===== src/rtl/agu_pkg.sv =====
package agu_pkg;
  localparam int unsigned OFS_W     = 16;
  localparam int unsigned SEG_SHIFT = 4;
  localparam int unsigned PA_W      = OFS_W + SEG_SHIFT;
  localparam int unsigned NARROW_W  = 8;
  localparam int unsigned NUM_SEG   = 4;

  typedef enum logic [1:0] {
    SEG_DATA  = 2'd0,
    SEG_STACK = 2'd1,
    SEG_CODE  = 2'd2,
    SEG_EXTRA = 2'd3
  } seg_id_e;

  typedef enum logic [1:0] {
    BASE_NONE  = 2'd0,
    BASE_GEN   = 2'd1,
    BASE_FRAME = 2'd2,
    BASE_RSVD  = 2'd3
  } base_kind_e;

  typedef enum logic [1:0] {
    IDX_NONE = 2'd0,
    IDX_SRC  = 2'd1,
    IDX_DST  = 2'd2,
    IDX_RSVD = 2'd3
  } idx_kind_e;

  // Narrow displacement: sign-extend the low byte to the offset width.
  function automatic logic [OFS_W-1:0] widen_disp(input logic [OFS_W-1:0] raw,
                                                  input logic wide);
    if (wide) return raw;
    return {{(OFS_W-NARROW_W){raw[NARROW_W-1]}}, raw[NARROW_W-1:0]};
  endfunction

  // Segment shifted into paragraph units plus the offset; the carry past PA_W is dropped.
  function automatic logic [PA_W-1:0] phys_sum(input logic [OFS_W-1:0] seg,
                                               input logic [OFS_W-1:0] ofs);
    logic [PA_W-1:0] s;
    logic [PA_W-1:0] o;
    s = {seg, {SEG_SHIFT{1'b0}}};
    o = {{SEG_SHIFT{1'b0}}, ofs};
    return s + o;
  endfunction
endpackage


===== src/rtl/agu_ea.sv =====
module agu_ea
  import agu_pkg::*;
#(
  parameter int unsigned W = OFS_W
) (
  input  logic [1:0]   base_kind,
  input  logic [1:0]   idx_kind,
  input  logic         disp_en,
  input  logic         disp_wide,
  input  logic [W-1:0] base_val,
  input  logic [W-1:0] idx_val,
  input  logic [W-1:0] disp_val,
  output logic [W-1:0] ea,
  output logic         mode_bad,
  output logic         disp_only
);
  localparam int unsigned NTERM = 3;

  logic [NTERM-1:0] term_on;
  logic [W-1:0]     term_val [NTERM];
  logic             has_reg;
  logic             disp_full;

  assign has_reg   = (base_kind != BASE_NONE) || (idx_kind != IDX_NONE);
  assign disp_only = disp_en && !has_reg;
  assign disp_full = disp_wide || disp_only;
  assign mode_bad  = (base_kind == BASE_RSVD) || (idx_kind == IDX_RSVD) ||
                     (!has_reg && !disp_en);

  assign term_on[0]  = (base_kind == BASE_GEN) || (base_kind == BASE_FRAME);
  assign term_on[1]  = (idx_kind == IDX_SRC) || (idx_kind == IDX_DST);
  assign term_on[2]  = disp_en;
  assign term_val[0] = base_val;
  assign term_val[1] = idx_val;
  assign term_val[2] = widen_disp(disp_val, disp_full);

  // Each term is masked by its enable, then all are summed at the offset width.
  always_comb begin
    ea = '0;
    for (int k = 0; k < NTERM; k++) begin
      ea = ea + (term_on[k] ? term_val[k] : '0);
    end
  end
endmodule


===== src/rtl/agu_segsel.sv =====
module agu_segsel
  import agu_pkg::*;
#(
  parameter int unsigned W = OFS_W
) (
  input  logic [1:0]   base_kind,
  input  logic         ovr_en,
  input  logic [1:0]   ovr_sel,
  input  logic [W-1:0] seg_data,
  input  logic [W-1:0] seg_stack,
  input  logic [W-1:0] seg_code,
  input  logic [W-1:0] seg_extra,
  output logic [1:0]   seg_id,
  output logic [W-1:0] seg_val
);
  logic [W-1:0] seg_bank [NUM_SEG];
  logic [1:0]   dflt_id;

  // The bank is indexed by the segment code.
  for (genvar g = 0; g < NUM_SEG; g++) begin : g_bank
    if (g == int'(SEG_DATA)) begin : g_d
      assign seg_bank[g] = seg_data;
    end else if (g == int'(SEG_STACK)) begin : g_s
      assign seg_bank[g] = seg_stack;
    end else if (g == int'(SEG_CODE)) begin : g_c
      assign seg_bank[g] = seg_code;
    end else begin : g_e
      assign seg_bank[g] = seg_extra;
    end
  end

  assign dflt_id = (base_kind == BASE_FRAME) ? SEG_STACK : SEG_DATA;
  assign seg_id  = ovr_en ? ovr_sel : dflt_id;
  assign seg_val = seg_bank[seg_id];
endmodule


===== src/rtl/agu_phys.sv =====
module agu_phys
  import agu_pkg::*;
#(
  parameter int unsigned W  = OFS_W,
  parameter int unsigned PW = PA_W
) (
  input  logic [W-1:0]  seg_val,
  input  logic [W-1:0]  ofs,
  output logic [PW-1:0] phys
);
  assign phys = phys_sum(seg_val, ofs);
endmodule


===== src/rtl/seg_addr_gen.sv =====
module seg_addr_gen
  import agu_pkg::*;
#(
  parameter int unsigned W  = OFS_W,
  parameter int unsigned PW = PA_W
) (
  input  logic          clk,
  input  logic          rst_n,
  input  logic          in_valid,
  input  logic [1:0]    base_kind,
  input  logic [1:0]    idx_kind,
  input  logic          disp_en,
  input  logic          disp_wide,
  input  logic [W-1:0]  base_val,
  input  logic [W-1:0]  idx_val,
  input  logic [W-1:0]  disp_val,
  input  logic [W-1:0]  seg_data,
  input  logic [W-1:0]  seg_stack,
  input  logic [W-1:0]  seg_code,
  input  logic [W-1:0]  seg_extra,
  input  logic          ovr_en,
  input  logic [1:0]    ovr_sel,
  output logic          out_valid,
  output logic          mode_err,
  output logic [PW-1:0] phys_addr,
  output logic [W-1:0]  eff_addr,
  output logic [1:0]    seg_used
);
  // Named internal events, observed by the assertions below.
  logic [W-1:0]  ea_comb;
  logic          mode_bad;
  logic          disp_only;
  logic [1:0]    seg_id_comb;
  logic [W-1:0]  seg_val_comb;
  logic [PW-1:0] phys_comb;
  logic          accept;
  logic          reject;

  agu_ea #(.W(W)) u_ea (
    .base_kind (base_kind),
    .idx_kind  (idx_kind),
    .disp_en   (disp_en),
    .disp_wide (disp_wide),
    .base_val  (base_val),
    .idx_val   (idx_val),
    .disp_val  (disp_val),
    .ea        (ea_comb),
    .mode_bad  (mode_bad),
    .disp_only (disp_only)
  );

  agu_segsel #(.W(W)) u_seg (
    .base_kind (base_kind),
    .ovr_en    (ovr_en),
    .ovr_sel   (ovr_sel),
    .seg_data  (seg_data),
    .seg_stack (seg_stack),
    .seg_code  (seg_code),
    .seg_extra (seg_extra),
    .seg_id    (seg_id_comb),
    .seg_val   (seg_val_comb)
  );

  agu_phys #(.W(W), .PW(PW)) u_phys (
    .seg_val (seg_val_comb),
    .ofs     (ea_comb),
    .phys    (phys_comb)
  );

  assign accept = in_valid && !mode_bad;
  assign reject = in_valid && mode_bad;

  always_ff @(posedge clk) begin
    if (!rst_n) begin
      out_valid <= 1'b0;
      mode_err  <= 1'b0;
      phys_addr <= '0;
      eff_addr  <= '0;
      seg_used  <= SEG_DATA;
    end else begin
      out_valid <= accept;
      mode_err  <= reject;
      if (accept) begin
        phys_addr <= phys_comb;
        eff_addr  <= ea_comb;
        seg_used  <= seg_id_comb;
      end
    end
  end

  // an error pulse and a valid pulse never occur together.
  a_r9_err_excludes_valid: assert property (@(posedge clk) disable iff (!rst_n)
    !(out_valid && mode_err));

  // a request with no address term at all is flagged.
  a_r9_no_term_flagged: assert property (@(posedge clk) disable iff (!rst_n)
    (in_valid && base_kind == BASE_NONE && idx_kind == IDX_NONE && !disp_en) |=> mode_err);

  // a valid result is always preceded by a strobe.
  a_r8_valid_needs_strobe: assert property (@(posedge clk) disable iff (!rst_n)
    out_valid |-> $past(in_valid));

  // a legal frame-base mode without an override lands in the stack segment.
  a_r5_frame_defaults_stack: assert property (@(posedge clk) disable iff (!rst_n)
    (in_valid && base_kind == BASE_FRAME && idx_kind != IDX_RSVD && !ovr_en)
      |=> (out_valid && seg_used == SEG_STACK));

  // an override on a legal request determines the reported segment.
  a_r6_override_wins: assert property (@(posedge clk) disable iff (!rst_n)
    (accept && ovr_en) |=> (seg_used == $past(ovr_sel)));

  // the displacement-only mode passes the full displacement through.
  a_r3_disp_only_full: assert property (@(posedge clk) disable iff (!rst_n)
    (in_valid && disp_only) |=> (eff_addr == $past(disp_val)));
endmodule


===== config.mk =====
export PLATFORM = sky130hd
export DESIGN_NAME = seg_addr_gen
export DESIGN_NICKNAME = d
export VERILOG_FILES = /design/src/rtl/agu_pkg.sv /design/src/rtl/agu_ea.sv /design/src/rtl/agu_segsel.sv /design/src/rtl/agu_phys.sv /design/src/rtl/seg_addr_gen.sv
export SDC_FILE = /design/constraint.sdc
export NUM_CORES = 1
export LEC_CHECK = 0
export ABC_AREA = 1
export BUFFER_PORTS_ARGS = -buffer_cell sky130_fd_sc_hd__buf_2
export CORE_MARGIN = 2
export CORE_UTILIZATION = 53
export CTS_CLUSTER_SIZE = 30
export DETAILED_ROUTE_END_ITERATION = 16
export PLACE_DENSITY = 0.94
export SETUP_SLACK_MARGIN = 0.02
export SLEW_MARGIN = 10
export SYNTH_ARGS = -nofsm -noshare
export SYNTH_HDL_FRONTEND = slang
export SYNTH_HIERARCHICAL = 1
export SYNTH_SLANG_ARGS = --single-unit

===== constraint.sdc =====
create_clock -name clk -period 5.55 [get_ports clk]
set_clock_uncertainty 0.2 [all_clocks]
set_input_delay 0.2775 -clock clk [delete_from_list [all_inputs] [get_ports clk]]
set_output_delay 0.2775 -clock clk [all_outputs]
set_load 0.02 [all_outputs]

Word level (Yosys, flattened, before mapping). Index checks and enable logic that the tools add are counted.

Flip-flop bits (word level): 40. Logic and storage cells: 42.

$add $sub $neg: 3. Order comparisons: 1. Eq/ne operators: 6. Muxes and demuxes: 11. Bitwise logic cells: 1. Reductions and logical operators: 15.

Operator list (count): 16-bit 2-to-1 mux (7); 16-bit adder (2); 16-bit binary-select mux with 2-bit select (1); 20-bit by 16-bit adder with 20-bit output (1); 2-bit equality test, second input constant (4); 1-bit logical OR (6); 2-bit by 1-bit equality test with 1-bit output, second input constant (2); 1-bit logical AND (4); 2-bit nonzero test (2); 3-bit greater-or-equal comparator, second input constant (1); 1-bit logical NOT (3); 2-bit inverter with 3-bit output (1); 1-bit 2-to-1 mux (2); 2-bit 2-to-1 mux (1).

Logic depth before layout (Yosys ltp). Gate-level depths: netlist of run 1.

Depth in word-level cells: 10. Mapped depth: 32.

By module. The synthesis of run 1 kept the hierarchy.

Modules (own cells, without submodules): seg_addr_gen (times used 1, cells each 252, area each 1676.6 um^2, sequential area each 800.8 um^2); agu_ea (times used 1, cells each 284, area each 1644.1 um^2, sequential area each 0.0 um^2); agu_segsel (times used 1, cells each 199, area each 914.6 um^2, sequential area each 0.0 um^2); agu_phys (times used 1, cells each 168, area each 884.6 um^2, sequential area each 0.0 um^2).

Worst setup path before layout of run 1. No wires, ideal clock.

Kind: in2reg. Start point: input base_kind[0]. End point: register phys_addr[18]. Arrival time: 3.753 ns. Path slack: 1.485 ns. Stages on the path: 28. Buffers on the path: 2. Cells stage by stage: inv_1 ha_1 buf_2 clkbuf_1 nand2_1 fa_1 inv_1 ha_1 fa_1 nand3_1 nand3_1 nand4_1 nand3_1 nand2_1 nand2_1 ha_1 nand2_1 inv_2 nand2_1 nand2_1 a21oi_1 nand2_1 nand2_1 nand2_1 inv_1 nand3_1 nand2_1 nor2_1.

Longest elaborated chain between the ends: 10. Elaborated cells on any way between the ends: 27. Those cells by class: 3 x add/sub; 3 x eq/ne; 9 x mux; 1 x bitwise; 11 x reduce/logical.

Ends and longest elaborated chain: from (decl) (RTL line seg_addr_gen.sv:10) `input logic [1:0] base_kind,`; branches (longest 8 deep; another with 16-bit adder); 16-bit adder (*) (RTL line agu_ea.sv:41) `ea = ea + (term_on[k] ? term_val[k] : '0);`; via ea_comb[13] (RTL line seg_addr_gen.sv:30) `logic [W-1:0] ea_comb;`; 20-bit by 16-bit adder with 20-bit output (*) (RTL line agu_pkg.sv:43) `return s + o;`; via phys_comb[18] (RTL line seg_addr_gen.sv:35) `logic [PW-1:0] phys_comb;`; to (signal assigned) (RTL line seg_addr_gen.sv:84) `phys_addr <= phys_comb;`; to (decl) (RTL line seg_addr_gen.sv:25) `output logic [PW-1:0] phys_addr,`.

Mark *: on every way through the listed nets, which the timed path passes. The select of a mux whose other input is x is not followed. A chain may end at the register's enable or synchronous reset.

Worst setup path after layout of run 1.
Start point: input base_kind[1]. End point: register phys_addr[19].

Same word-level chain as after synthesis.

==> impl_metrics.csv, run 1 <==
group,metric,value,unit
power,swShare,0.489,
timing,setup_tns,0,ps
finish,num-fill-cells,912,
timing,hold_slack,281,ps
worst_setup_path,arrival,4220,ps
worst_setup_path,startpoint_type,"input pin",
die,dieArea,10500,sq um
clocking,hold_buffers,0,
timing,drv_slew,0,
grt,grt_start_max_net_pins,40,
drt,drc,0,
finish,diodes,0,
clocking,cts.repair.resized,0,
grt,grt-ovfl-total,0,
worst_setup_path,path_class,"in2reg",
timing,fin_crit,4240,ps
place,numPortBuffers,163,
synthesis,synthesis.nets,1073,
die,coreArea,9280,sq um
clocking,cts.sinks,40,
clocking,root_buffer,"clkbuf_8",
run_status,status,"finished, final reports clean",
power,power,1630,uW
finish,drive_gt1_frac,0.202,
die,die_y,102,um
grt,grt_pass1_wl,23.0,mm
synthesis,yosys_warnings,6,
drt,drt-total-wl,13.4,mm
power,p_per_area,272,nW/um^2
power,p_int,833,uW
finish,regArea,801,sq um
power,p_seq_frac,0.207,
clocking,path_clk_slew,80,ps
grt,grt_pass1_vias,5372,
run,cap_violations,0,
grt,antenna_found_initial,0,
place,hpwl,11.1,mm
clocking,cts_tree,"yes",
die,rows,35,
timing,rsz0062_at_grt,"false",
die,die_w,102,um
drt,viasPerCell,4.92,
die,start_util,0.551,
worst_setup_path,required,5530,ps
drt,dr_total_vias,5737,
timing,timing.final.ws_setup,1310,ps
hold_path,hp-class,"reg2reg",
power,leakagePower,0.00391,uW
timing,min_period_over_period,0.764,
drt,first_pass_iters,5,
power,comb_power_share,0.645,
finish,fin_util,0.645,
die,ios,164,
drt,wl_per_cell,11.5,um
finish,nets,1207,
place,place_congestion,0.952,
synthesis,syn_area_per_cell,5.67,sq um
worst_setup_path,crit_fanout,17,
clocking,clock_latency,290,ps
synthesis,netlist_instances,902,
clocking,cts_setup_buffers,0,
finish,multi_input_area,3320,sq um
power,switching_power,798,uW
grt,grt_use_total,0.269,
timing,fmax,236,MHz
clocking,cts.path.max_buffers,2,
worst_setup_path,end_kind,"register",
place,dpl_worst_slack,1030,ps
timing,maxSlewHeadroom,0.238,
timing,hold_violations,0,
power,ir_worst_vdd,0.000193,V
timing,setup_viol,0,
finish,syn2layout_area_growth,17.0,%
clocking,htree_levels,2,
clocking,numCtsBuffers,5,
drt,drt_iter0_markers,378,
power,clock_power_share,0.148,
timing,max_slew.worst_pin.slew,1140,ps
drt,ant_nets,0,
synthesis,synth.cell_area,5120,sq um
[layout by cell type (no fill, tap or decap), drive strengths merged, types with 3 or more instances in the layout]
cell    instances
a21oi          19
nand4           5
o21ai           3
clkbuf          5
nor3            5
fa             17
dfxtp          40
buf           164
inv           204
xor2           13
nor2           99
ha             30
nand2         277
nand3         145
[registers in the layout, indices dropped and copies added (netlist names)]
signal     flops
phys_addr     20
eff_addr      16
seg_used       2
mode_err       1
out_valid      1
[critical path: stages]
cell     delay [ps]
buf_2           130
inv_1            50
ha_1            610
nand2_1         130
fa_1            510
inv_1            40
ha_1            230
fa_1            440
nand3_1         110
nand3_1         110
nand4_1         110
nand3_1          80
nand2_1          60
nand2_1          70
ha_1            350
nand2_2         120
inv_2            50
nand2_1          70
nand2_1          60
a21oi_1         170
nand2_1          70
nand2_1          50
nand2_1          40
inv_1            40
nand3_1          50
nand2_1         100
nor2_1           50
[power groups by stage]
stage	combinational [uW]	sequential [uW]	clock [uW]
after floorplan	759	384	0
after global placement	1010	343	0
after detailed placement	1040	344	0
after CTS	1040	337	245
after global routing	1200	341	257
final	1050	337	242
[cell type report]
class                      instances  share of cell area
tap                              129              0.0270
multi-input combinational        622               0.555
sequential                        40               0.134
clock buffer                       5              0.0115
clock inverter                     3             0.00773
timing repair buffer             164               0.138
inverter                         203               0.127
[stage by stage]
stage          cell area, sq um  std cells
5_1_grt                    5990       1166
6_report                   5990       1166
3_5_place_dp               5870       1158
2_1_floorplan              5120        902
4_1_cts                    5990       1166
3_3_place_gp               5870       1158
[path summary, 6_finish.rpt]
| kind | from | endpoint | slack, ps | cells past startpoint |
|---|---|---|---|---|
| max | base_kind[1] | phys_addr[19] | 1310 | 27 |
| min | eff_addr[0] | eff_addr[0] | 280 | 2 |
| max reg2reg | eff_addr[1] | eff_addr[1] | 4730 | 2 |
| min reg2reg | eff_addr[0] | eff_addr[0] | 280 | 2 |
[metal layers]
metal	track usage	routed length, um
met5	0	0
met4	0.109	479
met3	0.0376	886
met2	0.474	6600
met1	0.329	5480
Power figures use the tool's default switching activity.
==> run 2: changes to the inputs <==
Settings changed: ABC_AREA 1 to 0, CORE_UTILIZATION 53 to 52, PLACE_DENSITY 0.94 to 0.93.
Clock period 5.55 ns to 3.9 ns, I/O delays scaled along.
==> impl_metrics.csv, run 2 <==
group,metric,value,unit
clocking,cts.sinks,40,
synthesis,synth.cell_area,4780,sq um
drt,ant_nets,0,
timing,maxSlewHeadroom,0.554,
die,die_w,99.9,um
die,start_util,0.543,
clocking,path_clk_slew,90,ps
timing,fin_crit,4460,ps
drt,viasPerCell,5.75,
finish,largest_reg_flops,20,
power,leakagePower,0.00341,uW
finish,regMostFlops,"phys_addr",
place,dpl_worst_slack,-745,ps
timing,fmax,224,MHz
timing,min_period_over_period,1.14,
finish,mostFrequentLayoutCell,"buf_2",
finish,drive_gt1_frac,0.465,
clocking,clock_latency,300,ps
die,ios,164,
drt,drc,1,
timing,hold_violations,0,
synthesis,synth_top_area_share,0.167,
clocking,cts_tree,"yes",
synthesis,synth_ff_type,"dfxtp_1",
synthesis,yosys.area.top_type,"dfxtp_1",
synthesis,async_flop_share,0,
timing,max_slew.worst_pin.slew,669,ps
synthesis,synth.area.top_cells,"dfxtp_1, mux2i_1, nand2_1",
worst_setup_path,arrival,4440,ps
synthesis,synth-seq-cells,40,
worst_setup_path,crit_fanout,5,
grt,grt_pass1_wl,24.4,mm
worst_setup_path,end_kind,"register",
finish,reg_top3,"phys_addr: 20 flops, eff_addr: 16 flops, seg_used: 2 flops",
finish,layout_common_cells,"buf_2, nand2_1, buf_4",
hold_path,hp-class,"in2reg",
place,numPortBuffers,163,
clocking,root_buffer,"clkbuf_8",
synthesis,synth_most_common_cell,"nand2_1",
finish,syn2layout_area_growth,43.1,%
synthesis,synth_cell_types,57,
grt,antenna_found_initial,0,
grt,grt_use_total,0.300,
clocking,numCtsBuffers,5,
synthesis,synth_common_cells,"nand2_1, mux2i_1, dfxtp_1",
grt,grt-ovfl-total,0,
synthesis,yosys_warnings,6,
finish,num-fill-cells,543,
synthesis,syn_area_per_cell,8.20,sq um
finish,nets,981,
drt,first_pass_iters,11,
drt,drt_iter0_markers,249,
run,cap_violations,0,
grt,grt_start_max_net_pins,45,
worst_setup_path,required,3870,ps
drt,drt-total-wl,16.3,mm
drt,wl_per_cell,17.7,um
timing,timing.final.ws_setup,-564,ps
worst_setup_path,startpoint_type,"input pin",
synthesis,synth-edff-count,0,
synthesis,netlist_instances,583,
power,power,3200,uW
power,p_per_area,467,nW/um^2
finish,diodes,0,
timing,rsz0062_at_grt,"true",
place,hpwl,11.4,mm
die,dieArea,9980,sq um
synthesis,synthesis.nets,754,
die,rows,34,
die,coreArea,8810,sq um
clocking,htree_levels,2,
power,ir_worst_vdd,0.000237,V
worst_setup_path,path_class,"in2reg",
timing,setup_viol,10,
place,place_congestion,1.00,
timing,hold_slack,211,ps
timing,drv_slew,0,
synthesis,yosysSeqAreaShare,0.167,
grt,grt_pass1_vias,5354,
clocking,cts.path.max_buffers,2,
drt,dr_total_vias,5285,
die,die_y,99.9,um
run_status,status,"finished, violations left",
run_status,violations,"design-rule violations, negative setup slack",
==> run 2: cells by family (layout without fill, tap and decap cells) <==
family | Yosys count | in the layout | synth area share
AND/OR/NAND/NOR | 207 | 207 | 0.212
adder cells (fa/ha/maj) | 47 | 47 | 0.150
multiplexers | 70 | 70 | 0.147
AO/OA/AOI/OAI | 118 | 118 | 0.190
buffers and inverters | 78 | 306 | 0.0926
flip-flops | 40 | 40 | 0.167
XOR/XNOR | 23 | 23 | 0.0421
==> run 2: path summary, 6_finish.rpt <==
path | start | to | slack (ps) | cells past startpoint
setup / recovery | base_kind[1] | phys_addr[19] | -560 | 20
hold / removal | ovr_sel[1] | seg_used[1] | 210 | 4
setup reg to reg | eff_addr[13] | eff_addr[13] | 2920 | 2
hold reg to reg | eff_addr[15] | eff_addr[15] | 260 | 2
==> run 2: layout make-up <==
type	instances	area, sq um	share of cell area
multi-input combinational	465	4020	0.587
tap	108	135	0.0197
inverter	37	164	0.0240
timing repair buffer	261	1610	0.236
clock inverter	3	46.3	0.00677
sequential	40	801	0.117
clock buffer	5	68.8	0.0101
==> run 2: critical path, stage by stage <==
cell and delay, ps:
buf_12 90, inv_12 30, ha_4 310, nand2_4 60
fa_1 530, inv_1 40, ha_2 170, fa_2 370
a21oi_4 210, o211ai_1 170, a21oi_2 240, buf_4 180
o21ai_0 120, xnor2_1 410, ha_1 290, nand2b_1 180
o21ai_0 120, or4_1 530, nand2_1 100, mux2i_1 70
==> run 2: through the flow <==
stage	setup TNS (ps)	area [sq um]	util	instances
after floorplan	-1040	5060	-	583
after global placement	-4520	6250	0.710	889
after detailed placement	-6140	6250	0.710	889
after CTS	-1080	6670	0.758	915
after global routing	-5480	6840	0.777	919
final	-3590	6840	0.777	919
==> run 2: report_power, final <==
group / switching, uW / leakage, uW / internal, uW / total [uW]
registers: 40.6 / 0.000328 / 481 / 521
clock network: 167 / 0.0000548 / 193 / 360
logic: 1240 / 0.00303 / 1080 / 2320
total: 1440 / 0.00341 / 1750 / 3200
==> run 2: repair_timing <==
| action | 4_1_cts | 5_1_grt |
|---|---|---|
| resized for setup | 41 | 25 |
| setup endpoints to repair | 10 | 12 |
| pin swaps | 38 | 18 |
| hold buffers | 1 | 0 |
| endpoints found under the hold margin | 1 | 0 |
| buffers inserted | 20 | 4 |
==> run 2: metal layers <==
layer / up-vias / global-route usage / share of wire
li1: 2486 / - / -
met2: 275 / 0.548 / 0.50
met4: 0 / 0.160 / 0.073
met1: 2441 / 0.335 / 0.37
met5: - / 0 / 0
met3: 83 / 0.0432 / 0.058
